===== config.mk =====
export PLATFORM = sky130hd
export DESIGN_NAME = pid_tone_ident
export DESIGN_NICKNAME = d
export VERILOG_FILES = /design/src/rtl/pid_pkg.sv /design/src/rtl/pid_edge_sync.sv /design/src/rtl/pid_period_meter.sv /design/src/rtl/pid_integrator.sv /design/src/rtl/pid_tone_ident.sv
export SDC_FILE = /design/constraint.sdc
export NUM_CORES = 1
export LEC_CHECK = 0
export BUFFER_PORTS_ARGS = -buffer_cell sky130_fd_sc_hd__buf_4
export CORE_AREA = 2 2 93 95
export DETAILED_ROUTE_END_ITERATION = 6
export DIE_AREA = 0 0 95 97
export GPL_TIMING_DRIVEN = 0
export REMOVE_ABC_BUFFERS = 1
export SLEW_MARGIN = 0
export SYNTH_ARGS = -nofsm -noshare
export SYNTH_HDL_FRONTEND = slang
export SYNTH_SLANG_ARGS = --single-unit

===== constraint.sdc =====
create_clock -name clk -period 2.65 [get_ports clk]
set_input_delay 0.1325 -clock clk [delete_from_list [all_inputs] [get_ports clk]]
set_output_delay 0.1325 -clock clk [all_outputs]
set_load 0.05 [all_outputs]

===== src/rtl/pid_pkg.sv =====
package pid_pkg;

    typedef longint unsigned u64_t;

    // Period meter states
    typedef enum logic {
        MTR_ARM = 1'b0,
        MTR_RUN = 1'b1
    } mtr_state_t;

    // Identification flag states
    typedef enum logic {
        FLG_OFF = 1'b0,
        FLG_ON  = 1'b1
    } flg_state_t;

    localparam int CH_STEREO = 0;
    localparam int CH_DUAL   = 1;
    localparam int N_CH      = 2;

    function automatic u64_t ceil_div(u64_t n, u64_t d);
        return (n + d - 64'd1) / d;
    endfunction

endpackage


===== src/rtl/pid_edge_sync.sv =====
module pid_edge_sync (
    input  logic clk,
    input  logic rst,
    input  logic clr,
    input  logic din,
    output logic rise
);

    logic [2:0] sh;

    always_ff @(posedge clk) begin
        if (rst || clr) begin
            sh <= '0;
        end else begin
            sh <= {sh[1:0], din};
        end
    end

    assign rise = sh[1] & ~sh[2];

    // a cleared synchroniser reports no edge in the next cycle
    p_no_edge_after_clr_r6: assert property (@(posedge clk) disable iff (rst)
        clr |=> !rise);

endmodule


===== src/rtl/pid_period_meter.sv =====
module pid_period_meter
    import pid_pkg::*;
#(
    parameter int LO = 844,
    parameter int HI = 859
) (
    input  logic clk,
    input  logic rst,
    input  logic clr,
    input  logic tick,
    input  logic rise,
    output logic step_valid,
    output logic step_hit
);

    localparam int CNT_W = $clog2(HI + 1) + 1;
    localparam logic [CNT_W-1:0] LO_C = CNT_W'(LO);
    localparam logic [CNT_W-1:0] HI_C = CNT_W'(HI);
    localparam logic [CNT_W-1:0] ONE_C = CNT_W'(1);

    mtr_state_t       state, state_nx;
    logic [CNT_W-1:0] cnt;

    // State register
    always_ff @(posedge clk) begin
        if (rst || clr) begin
            state <= MTR_ARM;
        end else begin
            state <= state_nx;
        end
    end

    always_comb begin
        state_nx = state;
        unique case (state)
            MTR_ARM: state_nx = rise ? MTR_RUN : MTR_ARM;
            MTR_RUN: state_nx = MTR_RUN;
            default: state_nx = MTR_ARM;
        endcase
    end

    // Count and step outputs
    always_ff @(posedge clk) begin
        if (rst || clr) begin
            cnt        <= '0;
            step_valid <= 1'b0;
            step_hit   <= 1'b0;
        end else begin
            step_valid <= 1'b0;
            step_hit   <= 1'b0;
            unique case (state)
                MTR_ARM: begin
                    if (rise) begin
                        cnt <= ONE_C;
                    end
                end
                MTR_RUN: begin
                    if (rise) begin
                        step_valid <= 1'b1;
                        step_hit   <= (cnt >= LO_C) && (cnt <= HI_C);
                        cnt        <= ONE_C;
                    end else if (tick) begin
                        if (cnt == HI_C) begin
                            step_valid <= 1'b1;
                            step_hit   <= 1'b0;
                            cnt        <= ONE_C;
                        end else begin
                            cnt <= cnt + ONE_C;
                        end
                    end
                end
                default: cnt <= '0;
            endcase
        end
    end

    // no step is reported in the cycle after a clear
    p_clr_silences_r6: assert property (@(posedge clk) disable iff (rst)
        clr |=> !step_valid);

    // steps only come out of the running state
    p_step_from_run_r7: assert property (@(posedge clk) disable iff (rst)
        step_valid |-> $past(state) == MTR_RUN);

    // a count reaching the upper limit without an edge is a miss
    p_timeout_miss_r2: assert property (@(posedge clk) disable iff (rst)
        (state == MTR_RUN && !clr && !rise && tick && cnt == HI_C)
        |=> (step_valid && !step_hit));

    // the count never runs past the upper limit
    p_cnt_bound_r1: assert property (@(posedge clk) disable iff (rst)
        cnt <= HI_C);

endmodule


===== src/rtl/pid_integrator.sv =====
module pid_integrator
    import pid_pkg::*;
#(
    parameter int MAX    = 127,
    parameter int SET_TH = 96,
    parameter int CLR_TH = 16
) (
    input  logic clk,
    input  logic rst,
    input  logic clr,
    input  logic step_valid,
    input  logic step_hit,
    output logic flag
);

    localparam int LVL_W = $clog2(MAX + 1);
    localparam logic [LVL_W-1:0] MAX_C = LVL_W'(MAX);
    localparam logic [LVL_W-1:0] SET_C = LVL_W'(SET_TH);
    localparam logic [LVL_W-1:0] CLR_C = LVL_W'(CLR_TH);

    flg_state_t       fstate, fstate_nx;
    logic [LVL_W-1:0] level, level_nx;

    always_comb begin
        level_nx = level;
        if (step_valid) begin
            if (step_hit) begin
                if (level != MAX_C) level_nx = level + 1'b1;
            end else if (level != '0) begin
                level_nx = level - 1'b1;
            end
        end
    end

    always_comb begin
        fstate_nx = fstate;
        unique case (fstate)
            FLG_OFF: fstate_nx = (level_nx >= SET_C) ? FLG_ON : FLG_OFF;
            FLG_ON:  fstate_nx = (level_nx <= CLR_C) ? FLG_OFF : FLG_ON;
            default: fstate_nx = FLG_OFF;
        endcase
    end

    // State register
    always_ff @(posedge clk) begin
        if (rst || clr) begin
            fstate <= FLG_OFF;
            level  <= '0;
        end else begin
            fstate <= fstate_nx;
            level  <= level_nx;
        end
    end

    // Output decode
    always_comb begin
        flag = (fstate == FLG_ON);
    end

    // level stays within its range
    p_level_cap_r3: assert property (@(posedge clk) disable iff (rst)
        level <= MAX_C);

    // level holds without a step
    p_level_hold_r3: assert property (@(posedge clk) disable iff (rst)
        (!step_valid && !clr) |=> $stable(level));

    // the flag only turns on at or above the set threshold
    p_set_thresh_r4: assert property (@(posedge clk) disable iff (rst)
        $rose(flag) |-> level >= SET_C);

    // the flag only turns off at or below the clear threshold
    p_clr_thresh_r4: assert property (@(posedge clk) disable iff (rst)
        $fell(flag) |-> level <= CLR_C);

    // mute empties the integrator and drops the flag
    p_mute_clear_r6: assert property (@(posedge clk) disable iff (rst)
        clr |=> (level == '0 && !flag));

endmodule


===== src/rtl/pid_tone_ident.sv =====
module pid_tone_ident
    import pid_pkg::*;
#(
    parameter int CLK_HZ    = 10_008_000,
    parameter int TICK_DIV  = 100,
    parameter int ST_MHZ    = 117_480,
    parameter int ST_HW_MHZ = 1_100,
    parameter int DU_MHZ    = 274_120,
    parameter int DU_HW_MHZ = 1_150,
    parameter int ST_MAX    = 127,
    parameter int ST_SET    = 96,
    parameter int ST_CLR    = 16,
    parameter int DU_MAX    = 255,
    parameter int DU_SET    = 224,
    parameter int DU_CLR    = 32
) (
    input  logic clk,
    input  logic rst,
    input  logic mute,
    input  logic tone_in,
    output logic stereo_flag,
    output logic dual_flag,
    output logic led_stereo_n,
    output logic led_dual_n
);

    localparam u64_t K_TICK = (u64_t'(CLK_HZ) * 64'd1000) / u64_t'(TICK_DIV);
    localparam int   ST_LO  = int'(ceil_div(K_TICK, u64_t'(ST_MHZ + ST_HW_MHZ)));
    localparam int   ST_HI  = int'(K_TICK / u64_t'(ST_MHZ - ST_HW_MHZ));
    localparam int   DU_LO  = int'(ceil_div(K_TICK, u64_t'(DU_MHZ + DU_HW_MHZ)));
    localparam int   DU_HI  = int'(K_TICK / u64_t'(DU_MHZ - DU_HW_MHZ));
    localparam int   DIV_W  = (TICK_DIV > 1) ? $clog2(TICK_DIV) : 1;

    logic            tick;
    logic            rise;
    logic [N_CH-1:0] ch_step, ch_hit, ch_flag;

    // Tick prescaler
    generate
        if (TICK_DIV == 1) begin : g_nodiv
            assign tick = 1'b1;
        end else begin : g_div
            logic [DIV_W-1:0] pc;
            always_ff @(posedge clk) begin
                if (rst) begin
                    pc <= '0;
                end else if (pc == DIV_W'(TICK_DIV - 1)) begin
                    pc <= '0;
                end else begin
                    pc <= pc + 1'b1;
                end
            end
            assign tick = (pc == DIV_W'(TICK_DIV - 1));
        end
    endgenerate

    pid_edge_sync u_sync (
        .clk  (clk),
        .rst  (rst),
        .clr  (mute),
        .din  (tone_in),
        .rise (rise)
    );

    // One meter and integrator per identification tone
    generate
        for (genvar ch = 0; ch < N_CH; ch++) begin : g_ch
            localparam int LO  = (ch == CH_DUAL) ? DU_LO  : ST_LO;
            localparam int HI  = (ch == CH_DUAL) ? DU_HI  : ST_HI;
            localparam int MX  = (ch == CH_DUAL) ? DU_MAX : ST_MAX;
            localparam int STH = (ch == CH_DUAL) ? DU_SET : ST_SET;
            localparam int CTH = (ch == CH_DUAL) ? DU_CLR : ST_CLR;

            pid_period_meter #(
                .LO (LO),
                .HI (HI)
            ) u_meter (
                .clk        (clk),
                .rst        (rst),
                .clr        (mute),
                .tick       (tick),
                .rise       (rise),
                .step_valid (ch_step[ch]),
                .step_hit   (ch_hit[ch])
            );

            pid_integrator #(
                .MAX    (MX),
                .SET_TH (STH),
                .CLR_TH (CTH)
            ) u_integ (
                .clk        (clk),
                .rst        (rst),
                .clr        (mute),
                .step_valid (ch_step[ch]),
                .step_hit   (ch_hit[ch]),
                .flag       (ch_flag[ch])
            );
        end
    endgenerate

    // Dual has priority over stereo
    always_comb begin
        dual_flag    = ch_flag[CH_DUAL];
        stereo_flag  = ch_flag[CH_STEREO] & ~ch_flag[CH_DUAL];
        led_stereo_n = ~stereo_flag;
        led_dual_n   = ~dual_flag;
    end

    // mute clears both outputs by the next cycle
    p_mute_flags_r6: assert property (@(posedge clk) disable iff (rst)
        mute |=> (!stereo_flag && !dual_flag));

    // reset leaves both flags low
    p_reset_flags_r7: assert property (@(posedge clk)
        $past(rst) |-> (!stereo_flag && !dual_flag));

    // the two channels' steps come from one shared edge or a timeout
    p_step_hits_exclusive_r1: assert property (@(posedge clk) disable iff (rst)
        !(ch_step[CH_STEREO] && ch_hit[CH_STEREO] && ch_step[CH_DUAL] && ch_hit[CH_DUAL]));

endmodule


==> flow_summary.json <==
{
  "row_count": 33,
  "crit_path_end_kind": "register",
  "critPathRequiredTime_ns": 2.87,
  "ios": 8,
  "h-tree-depth": 2,
  "clock_latency_ns": 0.31,
  "netlist_top_cells_area": "dfxtp_1 (34%), nor2_1 (5.3%), a21oi_1 (4.7%), ha_1 (4.3%), nand3_1 (3.6%)",
  "synth-main-ff-cell": "dfxtp_1",
  "status": "finished, final reports clean",
  "cp-start-kind": "register",
  "fillers": 808,
  "multiInputGateArea_um2": 1930,
  "hold_path_class": "in2reg",
  "drc": 0,
  "worstMarginPinSlew_ns": 0.778,
  "fin_util_pct": 42.0,
  "critPathKind": "reg2reg",
  "fmax_ghz": 0.429,
  "dr.pass1.iters": 4,
  "start_util_pct": 39.0,
  "grt_usage_pct": 15.3,
  "die_x_um": 95,
  "cp_max_fo": 9,
  "clockBufferDepth": 2,
  "finalPower_w": 0.00153,
  "die_y_um": 97,
  "final-setup-viol-count": 0,
  "synth_edf_count": 0,
  "ff_latch_area_um2": 1080,
  "ys_ff_latch": 54,
  "yosysUniqueCellTypes": 65,
  "reg2reg_depth": 7,
  "antennaDiodeCount": 0,
  "grt_pass1_wl_mm": 11.8,
  "grt_pass1_vias": 2586,
  "ant_nets": 0,
  "final.setup.tns_ns": 0,
  "p_leak_nw": 1.19,
  "core-area_um2": 8130,
  "hpwl_mm": 4.65,
  "fin_nets": 408,
  "cts_root_buf": "clkbuf_8",
  "syn_to_final_growth_pct": 7.57,
  "clock-sinks": 54,
  "final_cell_mix": "dfxtp_1 (54), nor2_1 (45), a21oi_1 (30)",
  "via_per_inst": 5.74,
  "period_share_pct": 87.9,
  "antenna_found_initial": 0,
  "final_common_cell": "dfxtp_1",
  "synth_top_cell_by_area": "dfxtp_1",
  "slew_viol_final": 0,
  "clkTransAtPathRegs_ns": 0.10,
  "drv_cap": 0,
  "port_buffers": 7,
  "dieArea_um2": 9220,
  "drt_wl_total_mm": 6.60,
  "synth_warnings": 0,
  "synth_cells": 397,
  "drive_gt1_share_pct": 7.36,
  "cts_tree": "yes",
  "relSlewSlack_pct": 48.0,
  "ir_drop_mv": 0.221,
  "cts_buffers": 5,
  "ys_seq_area_share_pct": 34.1,
  "hold_depth": 2,
  "power_density_nw_per_um2": 448,
  "wl_per_cell_um": 13.2,
  "place.gp.congestion": 0.833,
  "rsz0062_at_grt": "false",
  "async_flop_share_pct": 0,
  "synth.avg_cell_area_um2": 8.00,
  "vias": 2865,
  "min_period_ns": 2.33,
  "hold_viol": 0,
  "overflow": 0,
  "clock_skew_ns": 0.00586,
  "hold_ws_ns": 0.0313,
  "synth_area_um2": 3170,
  "grt_start_max_net_pins": 35,
  "drtIter0Drc": 153,
  "synth_top_area_share_pct": 34.1,
  "cp.arrival_ns": 2.55
}
==> per-stage QoR <==
stage | area (um2) | cells | worst slack, ns
3_3_place_gp | 3260 | 490 | 0.388
6_report | 3410 | 499 | 0.320
4_1_cts | 3410 | 499 | 0.323
5_1_grt | 3410 | 499 | 0.0718
3_5_place_dp | 3260 | 490 | 0.357
2_1_floorplan | 3080 | 378 | 0.693
==> cell families (layout without fill, tap and decap cells) <==
family | count (synthesis) | in the layout | share of synthesized area (%)
AO/OA/AOI/OAI | 98 | 98 | 20.7
XOR/XNOR | 5 | 5 | 1.38
adder cells (fa/ha/maj) | 11 | 11 | 4.34
buffers and inverters | 37 | 34 | 5.16
flip-flops | 54 | 54 | 34.1
multiplexers | 5 | 5 | 1.62
AND/OR/NAND/NOR | 187 | 187 | 32.8
==> repair_timing <==
item / in CTS / in global routing
gates resized for setup: 0 / 0
buffers inserted: 0 / 0
hold endpoints to repair: 1 / 0
hold buffers: 1 / 0
setup endpoints to repair: 0 / 0
==> cell usage after synthesis (5+ instances only) <==
library cell,count
nand2b_1,6
clkbuf_1,10
and2_1,9
nor2_1,45
nand2_1,29
o21ai_0,16
and3_1,11
a311oi_1,10
nor4_1,5
nor3_1,15
a21oi_1,30
nand4_1,9
ha_1,11
inv_1,18
nor3b_1,5
buf_2,5
nand3_1,23
dfxtp_1,54
==> layout make-up <==
class / count / area share [%]
well taps: 105 / 3.85
inverters: 18 / 1.98
clock buffers: 6 / 2.42
multi-input cells: 306 / 56.5
flip-flops and latches: 54 / 31.7
repair buffers: 8 / 1.83
clock inverters: 2 / 1.76
==> state kept, by name, indices dropped and copies added, names as in the netlist <==
name	cells
g_ch.u_meter.state	2
g_ch.u_meter.step_hit	2
g_ch.u_integ.level	15
g_ch.u_integ.flag	2
u_sync.sh	3
g_ch.u_meter.cnt	21
g_ch.u_meter.step_valid	2
g_div.pc	7
==> power breakdown <==
| group | switching [W] | internal, W | leakage, nW | total [W] |
|---|---|---|---|---|
| clock | 0.000274 | 0.000403 | 0.0714 | 0.000677 |
| combinational | 0.0000216 | 0.0000114 | 0.686 | 0.0000331 |
| sequential | 0.00000508 | 0.000816 | 0.436 | 0.000821 |
==> path summary, 6_finish.rpt <==
check | startpoint | to | slack, ns
max | g_div.pc[0] | g_ch[1].u_meter.cnt[5] | 0.32
min reg2reg | u_sync.sh[0] | u_sync.sh[1] | 0.43
max reg2reg | g_div.pc[0] | g_ch[1].u_meter.cnt[5] | 0.32
min | tone_in | u_sync.sh[0] | 0.03
==> worst max-delay path: stages (launching register included) <==
cell and delay [ns]:
dfxtp_1 0.37, ha_1 0.28, nand3_1 0.17, nor4_4 0.42
nand4_1 0.42, nor3_1 0.29, nor2_1 0.06, a311oi_1 0.24
==> routing by layer <==
metal  up-vias  part of all wire (%)  global-route usage, %
li1       1459                     -                      -
met1      1336                    51                   21.8
met2        59                    44                   23.6
met3        11                   3.5                   2.80
met4         0                   1.4                   4.24
met5         -                     0                      0
No activity file was read; power rests on OpenSTA's default activity.
